## config.mk

```make
export PLATFORM = sky130hd
export DESIGN_NAME = cdisp_exec
export DESIGN_NICKNAME = d
export VERILOG_FILES = /design/src/rtl/cdisp_pkg.sv /design/src/rtl/cdisp_decode.sv /design/src/rtl/cdisp_modstep.sv /design/src/rtl/cdisp_ram.sv /design/src/rtl/cdisp_exec.sv
export SDC_FILE = /design/constraint.sdc
export NUM_CORES = 1
export LEC_CHECK = 0
export BUFFER_PORTS_ARGS = -buffer_cell sky130_fd_sc_hd__clkbuf_2
export CAP_MARGIN = 20
export CORE_MARGIN = 10
export CORE_UTILIZATION = 32
export DETAILED_ROUTE_END_ITERATION = 10
export GPL_TIMING_DRIVEN = 1
export SYNTH_ARGS = -nofsm -noshare
export SYNTH_HDL_FRONTEND = slang
export SYNTH_HIERARCHICAL = 1
export SYNTH_SLANG_ARGS = --single-unit
```

## constraint.sdc

```tcl
create_clock -name clk -period 3.54 [get_ports clk]
set_input_delay 0.708 -clock clk [delete_from_list [all_inputs] [get_ports clk]]
set_output_delay 0.708 -clock clk [all_outputs]
set_load 0.01 [all_outputs]
```

## src/rtl/cdisp_pkg.sv

```systemverilog
package cdisp_pkg;
  typedef enum logic [1:0] {
    OP_NONE  = 2'd0,
    OP_CLEAR = 2'd1,
    OP_HOME  = 2'd2,
    OP_ENTRY = 2'd3
  } op_e;

  typedef enum logic [1:0] {
    TGT_DISP  = 2'd0,
    TGT_GLYPH = 2'd1,
    TGT_MARK  = 2'd2,
    TGT_MARK2 = 2'd3
  } tgt_e;
endpackage

```

## src/rtl/cdisp_decode.sv

```systemverilog
module cdisp_decode
  import cdisp_pkg::*;
#(
  parameter int CW      = 16,
  parameter int OPC_LSB = 8
) (
  input  logic [CW-1:0] word,
  output op_e           op,
  output logic          ent_inc,
  output logic          ent_shift
);
  logic [2:0] opc;
  assign opc       = word[OPC_LSB +: 3];
  assign ent_inc   = word[1];
  assign ent_shift = word[0];

  always_comb begin
    if (opc[2])      op = OP_ENTRY;
    else if (opc[1]) op = OP_HOME;
    else if (opc[0]) op = OP_CLEAR;
    else             op = OP_NONE;
  end
endmodule

```

## src/rtl/cdisp_modstep.sv

```systemverilog
module cdisp_modstep #(
  parameter int N  = 12,
  localparam int W = $clog2(N)
) (
  input  logic [W-1:0] cur,
  input  logic         up,
  output logic [W-1:0] nxt
);
  localparam logic [W-1:0] TOP = W'(N - 1);

  always_comb begin
    if (up) nxt = (cur == TOP) ? '0 : cur + 1'b1;
    else    nxt = (cur == '0) ? TOP : cur - 1'b1;
  end
endmodule

```

## src/rtl/cdisp_ram.sv

```systemverilog
module cdisp_ram #(
  parameter int DEPTH = 12,
  parameter int DW    = 8,
  localparam int AW   = $clog2(DEPTH)
) (
  input  logic          clk,
  input  logic          we,
  input  logic [AW-1:0] waddr,
  input  logic [DW-1:0] wdata,
  input  logic [AW-1:0] raddr,
  output logic [DW-1:0] rdata
);
  logic [DW-1:0] mem [DEPTH];

  always_ff @(posedge clk) begin
    if (we) mem[waddr] <= wdata;
    rdata <= mem[raddr];
  end
endmodule

```

## src/rtl/cdisp_exec.sv

```systemverilog
module cdisp_exec
  import cdisp_pkg::*;
#(
  parameter int            DEPTH   = 12,
  parameter int            DW      = 8,
  parameter int            CW      = 16,
  parameter int            OPC_LSB = 8,
  parameter logic [DW-1:0] SPACE   = 8'h20,
  localparam int           AW      = $clog2(DEPTH)
) (
  input  logic          clk,
  input  logic          rst,
  input  logic          cmd_we,
  input  logic [CW-1:0] cmd_word,
  input  logic          dat_we,
  input  logic [1:0]    dat_target,
  input  logic [DW-1:0] dat_byte,
  input  logic [AW-1:0] rd_addr,
  output logic [DW-1:0] rd_data,
  output logic          busy,
  output logic [AW-1:0] addr_ctr,
  output logic          inc_mode,
  output logic          shift_en,
  output logic [AW-1:0] shift_ofs
);
  localparam logic [AW-1:0] LAST = AW'(DEPTH - 1);

  op_e           op;
  logic          ent_inc, ent_shift;
  logic [AW-1:0] addr_q, ofs_q, clr_idx, addr_nxt, ofs_nxt;
  logic          inc_q, shift_q, busy_q;
  logic          cmd_ok, dat_ok, to_disp;
  logic          ram_we;
  logic [AW-1:0] ram_waddr;
  logic [DW-1:0] ram_wdata;

  cdisp_decode #(.CW(CW), .OPC_LSB(OPC_LSB)) u_dec (
    .word(cmd_word), .op(op), .ent_inc(ent_inc), .ent_shift(ent_shift)
  );

  cdisp_modstep #(.N(DEPTH)) u_addr_step (.cur(addr_q), .up(inc_q), .nxt(addr_nxt));
  cdisp_modstep #(.N(DEPTH)) u_ofs_step  (.cur(ofs_q),  .up(inc_q), .nxt(ofs_nxt));

  assign cmd_ok  = cmd_we && !busy_q;
  assign dat_ok  = dat_we && !busy_q && !cmd_we;
  assign to_disp = (tgt_e'(dat_target) == TGT_DISP);

  always_ff @(posedge clk) begin
    if (rst) begin
      addr_q  <= '0;
      ofs_q   <= '0;
      inc_q   <= 1'b1;
      shift_q <= 1'b0;
      busy_q  <= 1'b0;
      clr_idx <= '0;
    end else if (busy_q) begin
      clr_idx <= clr_idx + 1'b1;
      if (clr_idx == LAST) busy_q <= 1'b0;
    end else if (cmd_ok) begin
      case (op)
        OP_CLEAR: begin
          addr_q  <= '0;
          inc_q   <= 1'b1;
          busy_q  <= 1'b1;
          clr_idx <= '0;
        end
        OP_HOME: begin
          addr_q <= '0;
          ofs_q  <= '0;
        end
        OP_ENTRY: begin
          inc_q   <= ent_inc;
          shift_q <= ent_shift;
        end
        default: ;
      endcase
    end else if (dat_ok) begin
      addr_q <= addr_nxt;
      if (to_disp && shift_q) ofs_q <= ofs_nxt;
    end
  end

  assign ram_we    = busy_q || (dat_ok && to_disp);
  assign ram_waddr = busy_q ? clr_idx : addr_q;
  assign ram_wdata = busy_q ? SPACE : dat_byte;

  cdisp_ram #(.DEPTH(DEPTH), .DW(DW)) u_ram (
    .clk(clk), .we(ram_we), .waddr(ram_waddr), .wdata(ram_wdata),
    .raddr(rd_addr), .rdata(rd_data)
  );

  assign busy      = busy_q;
  assign addr_ctr  = addr_q;
  assign inc_mode  = inc_q;
  assign shift_en  = shift_q;
  assign shift_ofs = ofs_q;

  AST_ADDR_RANGE: assert property (@(posedge clk) disable iff (rst)
    (addr_q <= LAST) && (ofs_q <= LAST));
  AST_CLEAR_START: assert property (@(posedge clk) disable iff (rst)
    (cmd_ok && op == OP_CLEAR) |=> busy_q && addr_q == '0 && inc_q && $stable(shift_q) && $stable(ofs_q));
  AST_BUSY_FREEZE: assert property (@(posedge clk) disable iff (rst)
    busy_q |=> $stable(addr_q) && $stable(inc_q) && $stable(shift_q) && $stable(ofs_q));
  AST_TEST_IGNORED: assert property (@(posedge clk) disable iff (rst)
    (cmd_ok && op == OP_NONE) |=> $stable(addr_q) && $stable(inc_q) && $stable(shift_q) && $stable(ofs_q) && !busy_q);
  AST_NO_SHIFT_OTHER: assert property (@(posedge clk) disable iff (rst)
    (dat_we && !busy_q && !cmd_we && dat_target != 2'd0) |=> $stable(ofs_q));
  AST_HOME: assert property (@(posedge clk) disable iff (rst)
    (cmd_ok && op == OP_HOME) |=> addr_q == '0 && ofs_q == '0 && $stable(inc_q) && $stable(shift_q));
endmodule

```

==> flow_summary.yaml, run 1 <==
status:
  status: "finished clean"
global_routing:
  first_global_vias: 3101
  grt_pass1_wl_mm: 16.9
  grt-ovfl-total: 0
  grtUsageTotal: 0.103
  antenna_found_initial: 0
  grt_max_degree: 18
worst_hold_path:
  hold_path.class: "flip-flop to flip-flop"
  min_from: "shift_en"
  hold_path_depth: 2
  hold_end: "shift_en"
timing:
  max_slew_margin: 0.381
  worst_slack_ns: 1.13
  fin_crit_sh: 0.681
  setup_violations: 0
  setup_tns_ns: 0
  fin_skew_ns: 0.00666
  maxSlewViolCount: 0
  rsz0062_at_grt: "false"
  tightestPinTransition_ns: 0.926
  hold_violations: 0
  fin_crit_ns: 2.41
  max_freq_mhz: 415
cts:
  cts_sinks: 119
  cts_resized: 0
  cts_max_path_buffers: 2
  clk_pin_slew_worst_paths_ns: 0.06
  post-cts-setup-buffer-count: 0
  cts_buffers: 17
  htreeDepth: 4
  cts_tree: "built"
  root_buffer: "clkbuf_16"
  cts-hold-fix-buffers: 0
  clk_latency_ns: 0.41
critical_path:
  cp.required_ns: 3.57
  slowest_stage: "nor2_1"
  worst-r2r-cell-count: 5
  crit_arrival_ns: 2.44
  crit_path_max_fanout: 17
  slowest_delay_ns: 0.71
  reg2reg_from: "busy"
  cp-start-kind: "flip-flop"
  endpoint_kind: "flip-flop"
  crit_chain: "buf_4 > inv_2 > o31ai_1 > nand3b_1 > nor2_1"
  ff2ff_setup_slack_ns: 1.13
  path_class: "flip-flop to flip-flop"
  regToRegEndpoint: "u_ram/mem[9][1]"
power:
  power_uw: 3450
  leakagePower_uw: 0.00216
  power_frac_clock: 0.495
  p_comb_frac: 0.055
  p_sw_frac: 0.219
  p_sw_uw: 757
  power.share.sequential: 0.450
  p_int_uw: 2700
  ir_drop_uv: 321
  p_per_area_mw_per_mm2: 568
floorplanning:
  top_level_ports: 53
  rows: 45
  core_region_area_mm2: 0.0153
  die-area_mm2: 0.0212
  die_height_um: 146
  initial_core_util: 0.330
  die_w_um: 146
detailed_routing:
  wirelength_mm: 10.5
  viasPerCell: 4.83
  via_count: 2936
  ant_nets: 0
  drt_iter0_markers: 113
  post-route-drc-count: 0
  firstDrtPassIters: 7
  wl_per_cell_um: 17.3
synthesis:
  synth_cells: 330
  synth-seq-area-share: 0.662
  syn_avg_cell_area_um2: 15.3
  synth_edf_count: 96
  ys_types: 46
  async_flop_share: 0
  ys_warn_count: 6
  ys.flop_type: "edfxtp_1"
  syn_nets: 372
  syn_area_mm2: 0.00505
  ys_ff_latch: 119
place:
  dpl-instance-area_mm2: 0.00549
  dp_hpwl_mm: 7.07
  gp_congestion: 0.762
  portBuffers: 41
  dp_slack_ns: 0.743
cells_and_area:
  regArea_mm2: 0.00334
  area_growth_syn_to_layout_pct: 20.5
  drive_above_1_share: 0.262
  final_area_mm2: 0.00608
  layout.nets: 426
  final_util: 0.397
  nFillCells: 1464
  diodes: 0
  multiInputGateArea_mm2: 0.00155
job:
  drv_cap: 0
## worst max path at each step
stage               startpoint               to  depth (start not counted)
detailed placement      cmd_we  u_ram/mem[9][6]                          5
global placement        cmd_we  u_ram/mem[9][4]                          5
finish                    busy  u_ram/mem[9][1]                          5
global route              busy  u_ram/mem[9][3]                          5
floorplan               cmd_we  u_ram/mem[0][0]                          4
CTS                       busy  u_ram/mem[9][3]                          5
## cell usage in the layout, fill, tap and decap left out, types with 3 or more instances in the layout
| cell | count |
|---|---|
| a21oi_1 | 14 |
| a22oi_1 | 8 |
| buf_4 | 10 |
| clkbuf_16 | 17 |
| clkbuf_2 | 41 |
| clkinvlp_4 | 4 |
| dfxtp_1 | 23 |
| edfxtp_1 | 96 |
| ha_1 | 8 |
| inv_1 | 12 |
| inv_6 | 4 |
| mux2_1 | 4 |
| mux2i_1 | 19 |
| mux4_2 | 14 |
| nand2_1 | 16 |
| nand2b_1 | 8 |
| nand3_1 | 11 |
| nor2_1 | 16 |
| nor2b_1 | 9 |
| nor3_1 | 5 |
| o221ai_1 | 8 |
| o22ai_1 | 3 |
| or2_1 | 3 |
| or2b_1 | 4 |
## cells by family (layout without fill, tap and decap cells)
kind of cell | after synthesis | count (layout) | share of synthesized area
flops | 119 | 119 | 0.662
simple gates | 83 | 83 | 0.0897
xor+xnor | 2 | 2 | 0.00347
mux | 41 | 41 | 0.124
compound gates | 48 | 48 | 0.0699
buf+inv | 29 | 96 | 0.0310
fa+ha+maj | 8 | 8 | 0.0198
## worst max-delay path, delay by kind of cell, from the launching register on
family                 cells  cell delay [ns]
buffers and inverters      2             0.39
AND/OR/NAND/NOR            2             0.93
flip-flops                 1             0.58
AO/OA/AOI/OAI              1             0.13
## sequential cells by signal, summed over array words and instances (netlist names)
| signal | flops |
|---|---|
| shift_ofs | 4 |
| inc_mode | 1 |
| clr_idx | 4 |
| busy | 1 |
| u_ram/rdata | 8 |
| u_ram/mem | 96 |
| shift_en | 1 |
| addr_ctr | 4 |
## power by group through the flow
| stage | Sequential (uW) | Clock [uW] | Combinational [uW] |
|---|---|---|---|
| after CTS | 1550 | 1740 | 196 |
| after detailed placement | 1580 | 0 | 195 |
| after floorplan | 1580 | 0 | 128 |
| after global placement | 1580 | 0 | 190 |
| after global routing | 1560 | 1810 | 214 |
| final | 1550 | 1710 | 191 |
## layout make-up
type                       instances  area share
sequential                       119       0.550
multi-input combinational        182       0.255
clock buffer                      19      0.0745
timing repair buffer              51      0.0461
tap                              211      0.0434
clock inverter                    13      0.0237
inverter                          13     0.00802
## metal layers
metal  vias up  part of all wire  track usage
li1       1383                 -            -
met1      1464              0.46        0.130
met2        81              0.47        0.158
met3         8             0.060       0.0385
met4         0             0.010       0.0364
met5         -                 0            0
## stage by stage
step | instances | hold slack (ns)
floorplan | 330 | 0.458
global placement | 576 | 0.470
detailed placement | 576 | 0.500
CTS | 608 | 0.510
global route | 608 | 0.535
finish | 608 | 0.498
## synthesized netlist by cell type, types with 4 or more instances
master / number / share of area
o221ai_1: 8 / 0.014
edfxtp_1: 96 / 0.57
nand2b_1: 8 / 0.0099
buf_2: 4 / 0.0040
nor3_1: 5 / 0.0050
inv_1: 12 / 0.0089
clkbuf_1: 4 / 0.0030
nand2_1: 16 / 0.012
dfxtp_1: 23 / 0.091
a22oi_1: 8 / 0.012
nor2_1: 16 / 0.012
mux2_1: 4 / 0.0089
mux4_2: 14 / 0.062
mux2i_1: 19 / 0.038
a21oi_1: 14 / 0.014
ha_1: 8 / 0.020
or2b_1: 4 / 0.0059
nor2b_1: 9 / 0.011
nand3_1: 11 / 0.011
Note: power is estimated with default switching activity, not from simulation.
==> run 2, diff against run 1 <==
==> constraint.sdc (replaced) <==
create_clock -name clk -period 1.95 [get_ports clk]
set_input_delay 0.39 -clock clk [delete_from_list [all_inputs] [get_ports clk]]
set_output_delay 0.39 -clock clk [all_outputs]
set_load 0.01 [all_outputs]
==> run 2 against run 1 <==
Compared with the run above:
- largest power group unchanged
- hold slack worse by 0.28 ns
- maximum frequency up 30%
- global-route usage down 0.65 points
- clock power up 77%
- via count down 0.72%
- critical path depth down 1
- cell count up 3.9%
- non-clock buffer count up 24
- setup slack worse by 1.0 ns
==> flow_summary.yaml, run 2 (synthesis gave the netlist of run 1 again) <==
status:
  status: "finished clean"
floorplanning:
  rows: 45
  initial_core_util: 0.330
  die_w_um: 146
  core_region_area_mm2: 0.0153
  die_height_um: 146
  die-area_mm2: 0.0212
  top_level_ports: 53
cts:
  clk_pin_slew_worst_paths_ns: 0.05
  cts_tree: "built"
  post-cts-setup-buffer-count: 0
  clk_latency_ns: 0.41
  cts_buffers: 17
  cts_resized: 0
  htreeDepth: 4
  root_buffer: "clkbuf_16"
  cts_sinks: 119
  cts_max_path_buffers: 2
  cts-hold-fix-buffers: 0
power:
  p_int_uw: 4860
  p_sw_frac: 0.220
  leakagePower_uw: 0.00231
  p_comb_frac: 0.063
  p_sw_uw: 1370
  power_frac_clock: 0.486
  p_per_area_mw_per_mm2: 980
  power.share.sequential: 0.451
  power_uw: 6240
  ir_drop_uv: 597
cells_and_area:
  area_growth_syn_to_layout_pct: 26.0
  largest_reg_flops: 96
  top_register: "u_ram/mem"
  layout.nets: 450
  top_regs: "u_ram/mem x96, u_ram/rdata x8"
  layout_commonest_cell: "edfxtp_1"
  layout_common_cells: "edfxtp_1, clkbuf_2, buf_4, dfxtp_1, mux2i_1"
  diodes: 0
  drive_above_1_share: 0.323
timing:
  max_freq_mhz: 540
  worst_slack_ns: 0.0977
  fin_skew_ns: 0.0185
  fin_crit_sh: 0.950
  hold_violations: 0
  fin_crit_ns: 1.85
  max_slew_margin: 0.598
  maxSlewViolCount: 0
  setup_violations: 0
  rsz0062_at_grt: "false"
  tightestPinTransition_ns: 0.600
worst_hold_path:
  hold_path.class: "input port to flip-flop"
  min_from: "cmd_word[0]"
  hold_end: "shift_en"
  hold_path_depth: 3
critical_path:
  path_class: "flip-flop to flip-flop"
  endpoint_kind: "flip-flop"
  reg2reg_from: "busy"
  cp-start-kind: "flip-flop"
  ff2ff_setup_slack_ns: 0.1
  regToRegEndpoint: "u_ram/mem[0][3]"
  worst-r2r-cell-count: 4
  crit_arrival_ns: 1.97
  crit_path_max_fanout: 9
  cp.required_ns: 2.07
detailed_routing:
  post-route-drc-count: 0
  drt_iter0_markers: 139
  ant_nets: 0
  via_count: 2915
  wl_per_cell_um: 15.7
  firstDrtPassIters: 4
  wirelength_mm: 9.90
  viasPerCell: 4.61
place:
  portBuffers: 41
  dp_hpwl_mm: 6.98
  dp_slack_ns: -0.0722
  gp_congestion: 0.772
global_routing:
  grtUsageTotal: 0.0964
  grt_pass1_wl_mm: 16.0
  first_global_vias: 2993
  grt-ovfl-total: 0
  antenna_found_initial: 0
  grt_max_degree: 17
job:
  drv_cap: 0
-- run 2: cell type report --
class / instances / area [um2]
timing repair buffer: 75 / 536
fill: 1430 / 8950
tap: 211 / 264
multi-input combinational: 182 / 1590
sequential: 119 / 3350
clock inverter: 14 / 150
clock buffer: 18 / 429
inverter: 13 / 48.8
-- run 2: worst max-delay path by stage --
stage	start	to	slack, ns	cells past startpoint
5_1_grt	busy	u_ram/mem[8][4]	0.02	5
3_3_place_gp	cmd_we	u_ram/mem[0][0]	-0.06	6
3_5_place_dp	cmd_we	u_ram/mem[0][0]	-0.07	6
2_1_floorplan	busy	u_ram/mem[0][0]	0.006	4
6_report	busy	u_ram/mem[0][3]	0.1	4
4_1_cts	busy	u_ram/mem[0][3]	0.08	4
-- run 2: power groups by stage --
stage	logic [uW]	registers, uW	clock network (uW)
2_1_floorplan	240	2870	0
3_3_place_gp	389	2870	0
3_5_place_dp	399	2870	0
4_1_cts	401	2820	3090
5_1_grt	435	2820	3200
6_report	393	2820	3030
-- run 2: critical path, stage by stage (launching register included) --
cell and delay [ns]:
dfxtp_4 0.40, mux2_1 0.37, or3b_4 0.44, nor3_4 0.21, buf_12 0.15
-- run 2: metal layers --
| layer | routed length, um | track usage | up-vias |
|---|---|---|---|
| li1 | - | - | 1434 |
| met1 | 4690 | 0.120 | 1406 |
| met2 | 4610 | 0.147 | 63 |
| met3 | 452 | 0.0363 | 12 |
| met4 | 139 | 0.0410 | 0 |
| met5 | 0 | 0 | - |
-- run 2: through the flow --
step	TNS [ns]	util	hold slack, ns	instance area [um2]	instances
final	0	0.416	0.220	6360	632
after global routing	0	0.416	0.221	6360	632
after CTS	0	0.416	0.202	6360	632
after detailed placement	-0.754	0.378	0.470	5780	600
after global placement	-0.484	0.378	0.462	5780	600
after floorplan	0	-	0.458	5100	330
==> run 3, diff against run 2 <==
--- a/config.mk
+++ b/config.mk
@@ -13,5 +13,4 @@
 export GPL_TIMING_DRIVEN = 1
 export SYNTH_ARGS = -nofsm -noshare
 export SYNTH_HDL_FRONTEND = slang
-export SYNTH_HIERARCHICAL = 1
 export SYNTH_SLANG_ARGS = --single-unit
==> run 3 against run 2 <==
Compared with the run above:
- via count rose by 1.4%
- cell count decreased by 2.4%
- global-route usage rose by 0.22 points
- sequential power barely moved
- first-iteration DRC count grew 15%
- combinational power shrank 14%
- clock skew down 0.011 ns
- die area is 0.10% lower
- critical endpoint is now shift_ofs[3]
- synthesized cell count decreased by 1.5%
- routed wire length up 2.1%
==> flow_summary.yaml, run 3 <==
status:
  status: "finished clean"
cts:
  clk_pin_slew_worst_paths_ns: 0.06
  cts_buffers: 17
  cts-hold-fix-buffers: 0
  clk_latency_ns: 0.41
  post-cts-setup-buffer-count: 0
  htreeDepth: 4
  cts_sinks: 119
  cts_tree: "built"
  cts_max_path_buffers: 2
  root_buffer: "clkbuf_16"
cells_and_area:
  multiInputGateArea_mm2: 0.00157
  top_register: "u_ram.mem"
  layout_common_cells: "edfxtp_1, clkbuf_2, mux4_2, buf_4, dfxtp_1"
  largest_reg_flops: 96
  fin_cells: 617
  final_area_mm2: 0.00623
  final_util: 0.407
  nFillCells: 1432
  top_regs: "u_ram.mem x96, u_ram.rdata x8"
  layout_commonest_cell: "edfxtp_1"
  diodes: 0
  layout.nets: 435
  area_growth_syn_to_layout_pct: 23.5
  drive_above_1_share: 0.337
  regArea_mm2: 0.00334
synthesis:
  syn_area_mm2: 0.00504
  ys_ff_latch: 119
  yosysMostFrequentCell: "edfxtp_1"
  syn_avg_cell_area_um2: 15.5
  ys_top_cells_by_count: "edfxtp_1, mux4_2, dfxtp_1"
  synth-seq-area-share: 0.663
  ys_warn_count: 0
  synth_edf_count: 96
  synthTopCellsByArea: "edfxtp_1, mux4_2, dfxtp_1"
  synth_top_cell_by_area: "edfxtp_1"
  async_flop_share: 0
  ys.flop_type: "edfxtp_1"
  synth_cells: 325
  ys_types: 46
  syn_nets: 367
  yosysTopAreaCellShare: 0.572
worst_hold_path:
  hold_end: "shift_en"
  hold_path_depth: 3
  min_from: "cmd_word[0]"
  hold_path.class: "input port to flip-flop"
place:
  dp_cells: 585
  portBuffers: 41
  dp_hpwl_mm: 6.78
  gp_congestion: 0.773
  dpl-instance-area_mm2: 0.00562
critical_path:
  ff2ff_setup_slack_ns: 0.21
  crit_path_max_fanout: 17
  endpoint_kind: "flip-flop"
  crit_arrival_ns: 2.09
  worst-r2r-cell-count: 5
  path_class: "flip-flop to flip-flop"
  regToRegEndpoint: "shift_ofs[3]"
  reg2reg_from: "busy"
  cp.required_ns: 2.30
  cp-start-kind: "flip-flop"
job:
  drv_cap: 0
timing:
  fin_skew_ns: 0.00779
  tightestPinTransition_ns: 0.880
  setup_tns_ns: 0
  setup_violations: 0
  maxSlewViolCount: 0
  rsz0062_at_grt: "false"
  fin_crit_ns: 1.74
  max_freq_mhz: 575
  max_slew_margin: 0.412
  hold_violations: 0
  fin_crit_sh: 0.892
floorplanning:
  rows: 45
  die-area_mm2: 0.0212
  top_level_ports: 53
  core_region_area_mm2: 0.0153
  die_w_um: 146
  die_height_um: 146
  initial_core_util: 0.329
detailed_routing:
  post-route-drc-count: 0
  drt_iter0_markers: 160
  via_count: 2956
  wl_per_cell_um: 16.4
  wirelength_mm: 10.1
  ant_nets: 0
  viasPerCell: 4.79
  firstDrtPassIters: 4
global_routing:
  first_global_vias: 3196
  grtUsageTotal: 0.0986
  grt_max_degree: 18
  grt_pass1_wl_mm: 16.3
  antenna_found_initial: 0
  grt-ovfl-total: 0
power:
  p_per_area_mw_per_mm2: 996
  ir_drop_uv: 650
  leakagePower_uw: 0.00221
run 3: cell types whose count changed after synthesis, sizes merged, moves of 4 or more:
cell / before / now
o221ai: 8 / 0
nand3: 11 / 6
clkbuf: 4 / 8
mux4: 16 / 24
a21oi: 14 / 10
nand2b: 9 / 5
a211oi: 0 / 4
a31oi: 0 / 6
a22oi: 8 / 0
nor3b: 0 / 6
or2b: 4 / 0
mux2i: 19 / 8
mux2: 6 / 1
o21ai: 3 / 13
run 3: logic make-up (layout without fill, tap and decap cells):
family	count (synthesis)	count (layout)	synth area share
muxes	33	33	0.125
and+or+nand+nor	86	86	0.0958
adders and majority gates	8	8	0.0199
AOI/OAI and AO/OA	50	50	0.0668
buffers and inverters	27	108	0.0258
xor gates and xnor gates	2	2	0.00347
DFF	119	119	0.663
run 3: power breakdown:
part / total (uW) / internal (uW) / switching (uW)
combinational: 337 / 151 / 186
clock: 3060 / 1940 / 1120
sequential: 2810 / 2790 / 20.8
total: 6200 / 4880 / 1330
run 3: worst max path at each step:
stage               cells past startpoint                to  slack (ns)        start
floorplan                               4  u_ram.mem[11][0]       -0.06  addr_ctr[0]
global placement                        6   u_ram.mem[2][0]        0.01       cmd_we
detailed placement                      6   u_ram.mem[2][2]        0.02       cmd_we
CTS                                     2              busy        0.07         busy
global route                            5   u_ram.mem[2][7]        0.08  addr_ctr[1]
finish                                  5      shift_ofs[3]        0.21         busy
run 3: per-stage QoR:
| stage | hold slack, ns | power [uW] | setup slack, ns |
|---|---|---|---|
| after floorplan | 0.493 | 3070 | -0.0641 |
| after global placement | 0.502 | 3200 | 0.0118 |
| after detailed placement | 0.507 | 3200 | 0.0165 |
| after CTS | 0.195 | 6270 | 0.0666 |
| after global routing | 0.189 | 6430 | 0.0817 |
| final | 0.206 | 6200 | 0.211 |
run 3: cell type report:
| cell class | count | area share |
|---|---|---|
| Clock buffer | 22 | 0.0848 |
| Clock inverter | 10 | 0.0121 |
| Inverter | 10 | 0.00603 |
| Multi-Input combinational cell | 179 | 0.253 |
| Sequential cell | 119 | 0.537 |
| Tap cell | 211 | 0.0424 |
| Timing Repair Buffer | 66 | 0.0651 |
run 3: what timing repair did:
item	in CTS	in global routing
hold endpoints to repair	0	0
setup endpoints to repair	0	2
resized for setup	0	1
run 3: routing by layer:
metal / vias to the layer above / GRT usage / wire [um]
li1: 1401 / - / -
met5: - / 0 / 0
met4: 0 / 0.0384 / 104
met3: 8 / 0.0453 / 679
met1: 1468 / 0.111 / 4260
met2: 79 / 0.160 / 5060
run 3: critical path, stage by stage (launching register included):
cell and delay, ns:
dfxtp_2 0.40, buf_4 0.21, or3_4 0.40, nor4_4 0.29, nor3b_2 0.25, a221o_1 0.13
